==> src/rtl/pfq_pkg.sv <==
package pfq_pkg;
    parameter int XLEN   = 32;
    parameter int HALF_W = 16;

    typedef logic [XLEN-1:0] word_t;

    typedef enum logic [1:0] {
        RD_DIRECT   = 2'd0,
        RD_INDIRECT = 2'd1,
        RD_SWI      = 2'd2,
        RD_IRQ      = 2'd3
    } redir_kind_e;

    typedef enum logic [1:0] {
        FS_IDLE  = 2'd0,
        FS_ISSUE = 2'd1,
        FS_WAIT  = 2'd2
    } fetch_state_e;

    typedef struct packed {
        word_t addr;
        logic  half;
    } fetch_tgt_t;

    function automatic word_t align_pc(word_t a, logic half);
        return half ? {a[XLEN-1:1], 1'b0} : {a[XLEN-1:2], 2'b00};
    endfunction

    function automatic word_t step_size(logic half);
        return half ? word_t'(2) : word_t'(4);
    endfunction

    function automatic word_t fit_opcode(word_t d, logic half);
        return half ? {{(XLEN-HALF_W){1'b0}}, d[HALF_W-1:0]} : d;
    endfunction
endpackage

==> src/rtl/pfq_redirect_decode.sv <==
module pfq_redirect_decode
    import pfq_pkg::*;
#(
    parameter word_t SWI_VEC = 32'h0000_0008,
    parameter word_t IRQ_VEC = 32'h0000_0018
) (
    input  redir_kind_e kind,
    input  word_t       addr,
    input  logic        half_req,
    output fetch_tgt_t  tgt
);
    always_comb begin
        unique case (kind)
            RD_DIRECT: begin
                tgt.half = half_req;
                tgt.addr = align_pc(addr, half_req);
            end
            RD_INDIRECT: begin
                tgt.half = addr[0];
                tgt.addr = align_pc(addr, addr[0]);
            end
            RD_SWI: begin
                tgt.half = 1'b0;
                tgt.addr = align_pc(SWI_VEC, 1'b0);
            end
            default: begin
                tgt.half = 1'b0;
                tgt.addr = align_pc(IRQ_VEC, 1'b0);
            end
        endcase
    end
endmodule

==> src/rtl/pfq_fetch_seq.sv <==
module pfq_fetch_seq
    import pfq_pkg::*;
#(
    parameter word_t RESET_PC = 32'h0800_0000
) (
    input  logic       clk,
    input  logic       rst,
    input  logic       restart,
    input  fetch_tgt_t restart_tgt,
    input  logic       advance,
    input  word_t      advance_addr,
    input  logic       cur_half,
    output logic       mem_req_valid,
    output word_t      mem_req_addr,
    output logic       mem_req_half,
    input  logic       mem_req_ready,
    input  logic       mem_rsp_valid,
    input  word_t      mem_rsp_data,
    output logic       wr_en,
    output logic       wr_slot,
    output word_t      wr_data
);
    fetch_state_e st_q;
    word_t        fa_q;
    logic         fhalf_q;
    logic         fslot_q;
    logic         stale_q;
    logic         fire;

    assign mem_req_valid = (st_q == FS_ISSUE) && !stale_q;
    assign mem_req_addr  = fa_q;
    assign mem_req_half  = fhalf_q;
    assign fire          = mem_req_valid && mem_req_ready;

    assign wr_en   = (st_q == FS_WAIT) && mem_rsp_valid && !restart;
    assign wr_slot = fslot_q;
    assign wr_data = fit_opcode(mem_rsp_data, fhalf_q);

    always_ff @(posedge clk) begin
        if (rst) begin
            st_q    <= FS_ISSUE;
            fa_q    <= align_pc(RESET_PC, 1'b0);
            fhalf_q <= 1'b0;
            fslot_q <= 1'b0;
            stale_q <= 1'b0;
        end else if (restart) begin
            st_q    <= FS_ISSUE;
            fa_q    <= restart_tgt.addr;
            fhalf_q <= restart_tgt.half;
            fslot_q <= 1'b0;
            stale_q <= (stale_q && !mem_rsp_valid)
                    || ((st_q == FS_WAIT) && !mem_rsp_valid)
                    || fire;
        end else if (advance) begin
            st_q    <= FS_ISSUE;
            fa_q    <= advance_addr;
            fhalf_q <= cur_half;
            fslot_q <= 1'b1;
        end else begin
            unique case (st_q)
                FS_ISSUE: begin
                    if (stale_q && mem_rsp_valid) stale_q <= 1'b0;
                    if (fire) st_q <= FS_WAIT;
                end
                FS_WAIT: begin
                    if (mem_rsp_valid) begin
                        if (!fslot_q) begin
                            fslot_q <= 1'b1;
                            fa_q    <= fa_q + step_size(fhalf_q);
                            st_q    <= FS_ISSUE;
                        end else begin
                            st_q <= FS_IDLE;
                        end
                    end
                end
                default: ;
            endcase
        end
    end

    // a fetch still in flight at a redirect holds back the next request
    assert_cancel_hold_R9: assert property (@(posedge clk) disable iff (rst)
        (restart && (st_q == FS_WAIT) && !mem_rsp_valid) |=> !mem_req_valid);

    // requests are aligned to their own width
    assert_req_align_R5: assert property (@(posedge clk) disable iff (rst)
        mem_req_valid |-> (mem_req_half ? !mem_req_addr[0] : (mem_req_addr[1:0] == 2'b00)));
endmodule

==> src/rtl/pfq_refill.sv <==
module pfq_refill
    import pfq_pkg::*;
#(
    parameter word_t RESET_PC = 32'h0800_0000,
    parameter word_t SWI_VEC  = 32'h0000_0008,
    parameter word_t IRQ_VEC  = 32'h0000_0018
) (
    input  logic                       clk,
    input  logic                       rst,
    input  logic                       redir_valid,
    input  logic [1:0]                 redir_kind,
    input  logic [pfq_pkg::XLEN-1:0]   redir_addr,
    input  logic                       redir_half,
    input  logic                       step,
    output logic                       mem_req_valid,
    output logic [pfq_pkg::XLEN-1:0]   mem_req_addr,
    output logic                       mem_req_half,
    input  logic                       mem_req_ready,
    input  logic                       mem_rsp_valid,
    input  logic [pfq_pkg::XLEN-1:0]   mem_rsp_data,
    output logic                       op_valid,
    output logic [pfq_pkg::XLEN-1:0]   op_data,
    output logic [pfq_pkg::XLEN-1:0]   pc_out,
    output logic                       half_mode,
    output logic                       refilled
);
    localparam int NSLOT = 2;

    fetch_tgt_t  tgt;
    word_t       pc_q;
    logic        half_q;
    logic        refl_q;
    word_t       slot_q [NSLOT];
    logic [NSLOT-1:0] vld_q;
    word_t       inc;
    word_t       next_pc;
    logic        step_go;
    logic        wr_en;
    logic        wr_slot;
    word_t       wr_data;

    pfq_redirect_decode #(.SWI_VEC(SWI_VEC), .IRQ_VEC(IRQ_VEC)) dec_i (
        .kind     (redir_kind_e'(redir_kind)),
        .addr     (redir_addr),
        .half_req (redir_half),
        .tgt      (tgt)
    );

    assign op_valid = &vld_q;
    assign op_data  = slot_q[0];
    assign pc_out   = pc_q;
    assign half_mode = half_q;
    assign refilled = refl_q;
    assign step_go  = step && op_valid && !redir_valid;
    assign inc      = step_size(half_q);
    assign next_pc  = pc_q + (refl_q ? (inc << 1) : inc);

    pfq_fetch_seq #(.RESET_PC(RESET_PC)) seq_i (
        .clk          (clk),
        .rst          (rst),
        .restart      (redir_valid),
        .restart_tgt  (tgt),
        .advance      (step_go),
        .advance_addr (next_pc),
        .cur_half     (half_q),
        .mem_req_valid(mem_req_valid),
        .mem_req_addr (mem_req_addr),
        .mem_req_half (mem_req_half),
        .mem_req_ready(mem_req_ready),
        .mem_rsp_valid(mem_rsp_valid),
        .mem_rsp_data (mem_rsp_data),
        .wr_en        (wr_en),
        .wr_slot      (wr_slot),
        .wr_data      (wr_data)
    );

    always_ff @(posedge clk) begin
        if (rst) begin
            pc_q   <= align_pc(RESET_PC, 1'b0);
            half_q <= 1'b0;
            refl_q <= 1'b1;
            vld_q  <= '0;
            for (int i = 0; i < NSLOT; i++) slot_q[i] <= '0;
        end else if (redir_valid) begin
            pc_q   <= tgt.addr;
            half_q <= tgt.half;
            refl_q <= 1'b1;
            vld_q  <= '0;
        end else begin
            if (step_go) begin
                pc_q      <= next_pc;
                refl_q    <= 1'b0;
                slot_q[0] <= slot_q[1];
                vld_q     <= 2'b01;
            end
            if (wr_en) begin
                slot_q[wr_slot] <= wr_data;
                vld_q[wr_slot]  <= 1'b1;
            end
        end
    end

    // a redirect empties the queue
    assert_redir_blank_R6: assert property (@(posedge clk) disable iff (rst)
        redir_valid |=> !op_valid);

    // first step after a refill moves two widths
    assert_double_step_R7: assert property (@(posedge clk) disable iff (rst)
        (step_go && refl_q) |=> (pc_q == $past(pc_q) + ($past(inc) << 1)) && !refl_q);

    // a step with no opcode present leaves the PC alone
    assert_step_ignored_R8: assert property (@(posedge clk) disable iff (rst)
        (step && !op_valid && !redir_valid) |=> $stable(pc_q));

    // software-interrupt entry lands at its vector in word state
    assert_swi_vector_R4: assert property (@(posedge clk) disable iff (rst)
        (redir_valid && redir_kind == 2'd2) |=> (pc_q == SWI_VEC) && !half_q);

    // a waiting request is held
    assert_req_hold_R10: assert property (@(posedge clk) disable iff (rst)
        (mem_req_valid && !mem_req_ready && !redir_valid)
            |=> mem_req_valid && $stable(mem_req_addr) && $stable(mem_req_half));
endmodule

==> config.mk <==
export PLATFORM = sky130hd
export DESIGN_NAME = pfq_refill
export DESIGN_NICKNAME = d
export VERILOG_FILES = /design/src/rtl/pfq_pkg.sv /design/src/rtl/pfq_redirect_decode.sv /design/src/rtl/pfq_fetch_seq.sv /design/src/rtl/pfq_refill.sv
export SDC_FILE = /design/constraint.sdc
export NUM_CORES = 1
export LEC_CHECK = 0
export ABC_CLOCK_PERIOD_IN_PS = 7450
export CORE_ASPECT_RATIO = 0.9
export CORE_UTILIZATION = 52
export CTS_BUF_LIST = sky130_fd_sc_hd__clkbuf_16
export CTS_CLUSTER_SIZE = 12
export DETAILED_ROUTE_END_ITERATION = 10
export DONT_BUFFER_PORTS = 1
export GPL_TIMING_DRIVEN = 0
export PLACE_DENSITY = 0.75
export SLEW_MARGIN = 20
export SYNTH_ARGS = -nofsm -noshare
export SYNTH_HDL_FRONTEND = slang
export SYNTH_SLANG_ARGS = --single-unit
==> constraint.sdc <==
create_clock -name clk -period 7.45 [get_ports clk]
set_input_delay 1.1175 -clock clk [delete_from_list [all_inputs] [get_ports clk]]
set_output_delay 1.1175 -clock clk [all_outputs]
set_load 0.005 [all_outputs]
==> results of run 1 <==
[cell type report]
type | count | area share, %
Inverter | 12 | 0.553
Sequential cell | 136 | 41.3
Timing Repair Buffer | 1 | 0.338
Buffer | 48 | 2.63
Clock buffer | 17 | 5.22
Tap cell | 168 | 2.58
Clock inverter | 15 | 2.15
Multi-Input combinational cell | 621 | 45.3
[cells in the mapped netlist (4+ instances only)]
library cell / instances / share of area, %
a22o_1: 18 / 2.2
xnor2_1: 22 / 2.6
a21oi_1: 63 / 4.3
o31ai_1: 6 / 0.62
nor3_1: 27 / 1.9
o21ai_0: 44 / 3.0
buf_1: 5 / 0.26
o211ai_1: 8 / 0.82
a31oi_1: 8 / 0.69
dfxtp_1: 72 / 20
o221ai_1: 7 / 0.84
o22ai_1: 5 / 0.43
nor3_2: 7 / 0.96
buf_2: 12 / 0.82
ha_1: 7 / 1.2
clkbuf_1: 27 / 1.4
nand4_1: 19 / 1.6
nand3_1: 36 / 2.5
a22oi_1: 6 / 0.62
inv_1: 10 / 0.51
nand2_1: 112 / 5.8
and3_1: 16 / 1.4
and4_1: 5 / 0.60
and2_1: 18 / 1.5
nor2_1: 83 / 4.3
nor4_1: 6 / 0.51
nand2b_1: 5 / 0.43
nor2b_1: 4 / 0.34
xor2_1: 20 / 2.4
a211oi_1: 11 / 1.1
edfxtp_1: 64 / 26
[logic make-up (layout without fill, tap and decap cells)]
group,Yosys count,count (layout)
fa+ha+maj,9,9
other cells,1,1
compound gates,207,207
xor+xnor,42,42
buf+inv,60,93
simple gates,355,355
flops,136,136
mux,7,7
[worst reg2reg max path: stages (launching register included)]
cell      delay (ns)
dfxtp_1         0.42
inv_1           0.08
ha_1            0.20
ha_1            0.39
o211ai_1        0.17
nor2_1          0.71
and3_1          0.30
buf_6           0.13
mux2_1          0.32
a222oi_1        0.29
nor2_1          0.11
[flip-flops by register name, indices dropped and copies added, names as in the netlist, 2 cells and up]
register            flops
seq_i.mem_req_addr     32
seq_i.st_q              2
slot_q                 64
vld_q                   2
pc_out                 31
[worst min path at each step]
stage	cells past startpoint	start	endpoint	slack [ns]
after floorplan	2	seq_i.st_q[0]	seq_i.st_q[0]	0.44
after global placement	2	seq_i.st_q[0]	seq_i.st_q[0]	0.46
after detailed placement	2	seq_i.st_q[0]	seq_i.st_q[0]	0.48
after CTS	2	seq_i.st_q[0]	seq_i.st_q[0]	0.48
after global routing	1	seq_i.mem_req_addr[0]	seq_i.mem_req_addr[0]	0.52
final	2	seq_i.st_q[0]	seq_i.st_q[0]	0.49
[routing by layer]
metal,GRT usage (%),vias to the layer above
li1,-,3043
met1,44.8,3224
met2,51.5,525
met3,14.4,89
met4,15.7,0
met5,0,-
[per-stage QoR]
| step | utilization, % | area, sq um |
|---|---|---|
| floorplan | - | 7300 |
| global placement | 55.6 | 7510 |
| detailed placement | 55.9 | 7550 |
| CTS | 60.3 | 8150 |
| global route | 60.3 | 8150 |
| finish | 60.3 | 8150 |
[power groups by stage]
stage | combinational [W] | clock (W) | sequential (W)
final | 0.000135 | 0.000868 | 0.000834
after global routing | 0.000145 | 0.000906 | 0.000836
after CTS | 0.000130 | 0.000878 | 0.000833
after detailed placement | 0.000129 | 0 | 0.000849
after global placement | 0.000123 | 0 | 0.000848
after floorplan | 0.0000889 | 0 | 0.000841
==> results.toml, run 1 <==
[status]
outcome = "finished, final reports clean"

[cells_and_area]
drive_gt1_share_pct = 8.82
multiInputGateArea_sq_mm = 0.00369
fin_cells = 1018
antenna_cells = 0
layout_common_cells = "112 x nand2_1, 83 x nor2_1, 72 x dfxtp_1"
seq_area_sq_mm = 0.00336
final_common_cell = "nand2_1"
areaGrowthSynthToFinish_pct = 11.7
final_nets = 919
n_fill_cell = 1149

[synth]
synthDistinctLibCells = 71
yosys_warnings = 0
synth-compound-area-share_pct = 18.5
synth_edf_count = 64
syn_area_sq_mm = 0.00730
async_flop_share_pct = 0
synth_top_family_by_area = "simple AND/OR/NAND/NOR gates"
syn_inst = 817
synth-seq-cells = 136
ys.flop_type = "dfxtp_1"
synth_nets = 899
ys_seq_area_share_pct = 46.1
yosys.area_share.xor_xnor_pct = 5.04
syn_area_per_cell_sq_um = 8.93
synth_adder_area_share_pct = 1.75
synth_simple_gate_area_share_pct = 24.0
synthMuxAreaShare_pct = 1.03

[drt]
drtIter0Drc = 976
wl_met2_um = 10800
wirelength_um = 25100
wl_met1_um = 9680
wl_per_cell_um = 24.7
drc = 0
dr_total_vias = 6881
highest_layer = "met4"
antenna_left = 0
dr.pass1.iters = 6
routed_via_density = 6.76
met3_length_um = 3720

[sta]
finalCritPeriodShare_pct = 44.1
setup_tns_ns = 0
rsz0062_at_grt = "no"
post-route-worst-setup-slack_ns = 4.17
hold_ws_ns = 0.489
slew_headroom_pct = 24.2
tightest_slew_ns = 1.13
hold_viol = 0
fin_crit_ns = 3.28
setup_viol = 0
skew_ns = 0.00733
slew_violations = 0
maxClockFrequency_ghz = 0.305

[worst_setup_path]
cp.required_ns = 7.71
cp_top_family = "simple AND/OR/NAND/NOR gates"
worstSetupStartpointType = "register"
r2r-end = "pc_out[24]"
rr_startpoint = "half_mode"
crit_slowest_cell = "nor2_1"
cp_num_cells = 10
crit_path_start = "half_mode"
rrSetupSlack_ns = 4.17
worstSetupEndpointType = "register"
crit_type = "register to register"
crit_fanout = 8
crit_arrival_ns = 3.54
slowest_delay_ns = 0.71
path_buf_inv = 2
reg2reg_depth = 10
crit_chain = "inv_1, ha_1, ha_1, o211ai_1, nor2_1, and3_1, buf_6, mux2_1, a222oi_1, nor2_1"
crit_path_end = "pc_out[24]"

[floorplan]
num_rows = 40
fp.dieW_um = 127
core_sq_mm = 0.0135
fp.dieH_um = 114
initial_utilization_pct = 54.0
ios = 174
dieArea_sq_mm = 0.0145

[clocking]
htree_levels = 4
insertion_delay_ns = 0.42
clk_pin_slew_ns = 0.06
postCtsSetupRepairBufs = 0
hold_buffers = 0
cts.sinks = 136
clk_path_buf_depth = 2
cts_resized = 0
numCtsBuffers = 17
cts-root-buf = "clkbuf_16"
cts_tree = "yes"

[placed_design]
io_buffers = 0
pre_cts_ws_ns = 3.94
hpwlAfterDp_um = 18100
post-place-cells = 986
gp_congestion = 1.03

[power_and_ir_drop]
clkPwrFrac_pct = 47.3
total_power_w = 0.00184
leakage_nw = 2.86
peakVddDrop_mv = 0.159
pwr-share-comb_pct = 7.3
swShare_pct = 25.1
power_frac_seq_pct = 45.4
p_sw_w = 0.000460
p_int_w = 0.00138
power_density_mw_per_mm2 = 225

[global_routing]
antenna_found_initial = 0
grt_pass1_wl_um = 37300
grt_util_all_layers_pct = 34.9
grt_pass1_vias = 6416
overflow = 0
grt_max_degree = 33

[flow_run]
maxCapViolCount = 0

[hold_path]
worstHoldPathType = "register to register"
No activity file was read; power rests on OpenSTA's default activity.
==> run 2: changes to the inputs <==
ABC_AREA = 1   (was unset)
ABC_CLOCK_PERIOD_IN_PS = 3400   (was 7450)
clock period = 3.4 ns   (was 7.45 ns; I/O delays follow)
==> run 2 against run 1 <==
Effect of this change: sequential power rose by 120%; sequential cell count did not move; clock power rose by 120%; synthesized area rose by 3.4%; wire length fell by 9.2%; clock skew rose by 0.0031 ns; final cell count rose by 22%; worst hold slack got worse by 0.25 ns; critical path depth rose by 4; combinational power rose by 93%; critical endpoint is now seq_i.mem_req_addr[13].
==> results.toml, run 2 <==
[worst_setup_path]
crit_path_frequent_cell = "nand2_1"
crit_fanout = 6
crit_path_start = "half_mode"
cp_num_cells = 14
crit_chain = "inv_1, ha_1, fa_1, nand2_1, nand2_1, nand2_1, nor2_2, or2_2, nand3_1, nand2_1, inv_1, nand2_1, nand2_1, nand2_1"
crit_slowest_cell = "dfxtp_1"
worstSetupStartpointType = "register"
rrSetupSlack_ns = 0.86
rr_startpoint = "half_mode"
cp_top_family = "simple AND/OR/NAND/NOR gates"
crit_path_end = "seq_i.mem_req_addr[13]"
crit_type = "register to register"
cp.required_ns = 3.72
crit_arrival_ns = 2.86
worstSetupEndpointType = "register"
path_buf_inv = 2
slowest_delay_ns = 0.44
reg2reg_depth = 14
r2r-end = "seq_i.mem_req_addr[13]"

[clocking]
cts_tree = "yes"
numCtsBuffers = 17
cts-root-buf = "clkbuf_16"
cts.sinks = 136
hold_buffers = 0
insertion_delay_ns = 0.42
postCtsSetupRepairBufs = 0
clk_pin_slew_ns = 0.06
htree_levels = 4
cts_resized = 0
clk_path_buf_depth = 2

[floorplan]
dieArea_sq_mm = 0.0150
fp.dieH_um = 116
core_sq_mm = 0.0141
fp.dieW_um = 129
ios = 174
initial_utilization_pct = 53.5
num_rows = 41

[power_and_ir_drop]
leakage_nw = 3.48
peakVddDrop_mv = 0.370
swShare_pct = 25.1
p_sw_w = 0.00101
clkPwrFrac_pct = 47.5
pwr-share-comb_pct = 6.5
power_frac_seq_pct = 46.0
total_power_w = 0.00402
power_density_mw_per_mm2 = 478
p_int_w = 0.00301

[drt]
drc = 0
wirelength_um = 22800
met3_length_um = 2390
wl_met1_um = 9750
antenna_left = 0
drtIter0Drc = 836
routed_via_density = 5.67
wl_per_cell_um = 18.4
dr.pass1.iters = 5
highest_layer = "met4"
wl_met2_um = 9890
dr_total_vias = 7020

[global_routing]
grt_util_all_layers_pct = 30.8
antenna_found_initial = 0
grt_pass1_vias = 6295
grt_max_degree = 33
grt_pass1_wl_um = 34400
overflow = 0

[placed_design]
gp_congestion = 0.913
io_buffers = 0
hpwlAfterDp_um = 17100

[synth]
synth_top_area_share_pct = 25.5
ys_seq_area_share_pct = 44.6
synthDistinctLibCells = 45
async_flop_share_pct = 0
ys.flop_type = "dfxtp_1"
synth_top_family_by_area = "simple AND/OR/NAND/NOR gates"
yosys.area_share.xor_xnor_pct = 2.44
synthTopCellsByArea = "edfxtp_1 25%, dfxtp_1 19%, nand2_1 15%"
yosys_warnings = 0
syn_inst = 1012
synth-compound-area-share_pct = 10.7
yosys.area.top_type = "edfxtp_1"
synthMuxAreaShare_pct = 0
syn_area_sq_mm = 0.00754
post_synth_most_frequent_cells = "310 x nand2_1, 124 x inv_1, 95 x nor2_1, 72 x dfxtp_1, 64 x edfxtp_1"
synth_simple_gate_area_share_pct = 31.5
synth_edf_count = 64
synth-seq-cells = 136
syn_area_per_cell_sq_um = 7.45
synth_most_common_cell = "nand2_1"
synth_nets = 1094
synth_adder_area_share_pct = 1.69

[hold_path]
worstHoldPathType = "input port to register"

[sta]
hold_viol = 0
tightest_slew_ns = 0.803
slew_headroom_pct = 46.3
finalCritPeriodShare_pct = 74.8
fin_crit_ns = 2.54
maxClockFrequency_ghz = 0.393
skew_ns = 0.0104
slew_violations = 0
rsz0062_at_grt = "no"
setup_viol = 0

[cells_and_area]
final_util_pct = 59.7
antenna_cells = 0
layout_common_cells = "309 x nand2_1, 125 x inv_1, 95 x nor2_1"
multiInputGateArea_sq_mm = 0.00350
areaGrowthSynthToFinish_pct = 11.6
final_nets = 1114
seq_area_sq_mm = 0.00336
top_register = "slot_q"
drive_gt1_share_pct = 9.00
n_fill_cell = 1300
final_common_cell = "nand2_1"
largest_reg_flops = 64

[status]
outcome = "finished, final reports clean"

[flow_run]
maxCapViolCount = 0
[run 2: cell type report]
| type | count | share of cell area (%) |
|---|---|---|
| Multi-Input combinational cell | 707 | 41.6 |
| Clock inverter | 15 | 2.08 |
| Sequential cell | 136 | 39.9 |
| Buffer | 37 | 2.18 |
| Inverter | 132 | 5.91 |
| Clock buffer | 17 | 5.05 |
| Timing Repair Buffer | 1 | 0.327 |
| Tap cell | 193 | 2.87 |
[run 2: worst min-delay path by stage]
stage | startpoint | to | slack (ns) | cells past startpoint
detailed placement | vld_q[0] | vld_q[0] | 0.45 | 2
global placement | vld_q[0] | vld_q[0] | 0.44 | 2
floorplan | seq_i.mem_req_addr[0] | seq_i.mem_req_addr[0] | 0.42 | 2
CTS | redir_valid | refilled | 0.22 | 2
global route | redir_valid | seq_i.stale_q | 0.26 | 2
finish | redir_valid | refilled | 0.24 | 2
[run 2: worst reg2reg max path: stages, from the launching register on]
cell     delay (ns)
dfxtp_1        0.44
inv_1          0.07
ha_1           0.34
fa_1           0.42
nand2_1        0.10
nand2_1        0.10
nand2_1        0.13
nor2_2         0.09
or2_2          0.27
nand3_1        0.06
nand2_1        0.05
inv_1          0.17
nand2_1        0.08
nand2_1        0.07
nand2_1        0.04
[run 2: metal layers]
metal	track usage (%)	vias to the layer above
li1	-	3359
met1	41.9	3218
met2	45.9	378
met3	8.38	65
met4	13.3	0
met5	0	-
[run 2: logic make-up (layout without fill, tap and decap cells)]
logic type	after synthesis	count (layout)
XOR/XNOR	21	21
AND/OR/NAND/NOR	544	544
AO/OA/AOI/OAI	132	132
other	1	1
adder cells (fa/ha/maj)	9	9
buffers and inverters	169	202
flip-flops	136	136
[run 2: per-stage QoR]
stage	setup WS [ns]	setup TNS [ns]	hold WS [ns]	cells	area (sq um)
6_report	0.856	0	0.237	1238	8420
5_1_grt	0.651	0	0.259	1238	8420
2_1_floorplan	0.814	0	0.425	1012	7540
4_1_cts	0.887	0	0.225	1238	8420
3_5_place_dp	0.826	0	0.447	1206	7820
3_3_place_gp	-0.0616	-1.90	0.439	1205	7780
[run 2: power groups by stage]
stage	clock (W)	combinational, W	sequential (W)
6_report	0.00191	0.000261	0.00185
5_1_grt	0.00198	0.000291	0.00186
4_1_cts	0.00192	0.000256	0.00185
3_5_place_dp	0	0.000253	0.00188
3_3_place_gp	0	0.000245	0.00188
2_1_floorplan	0	0.000185	0.00186
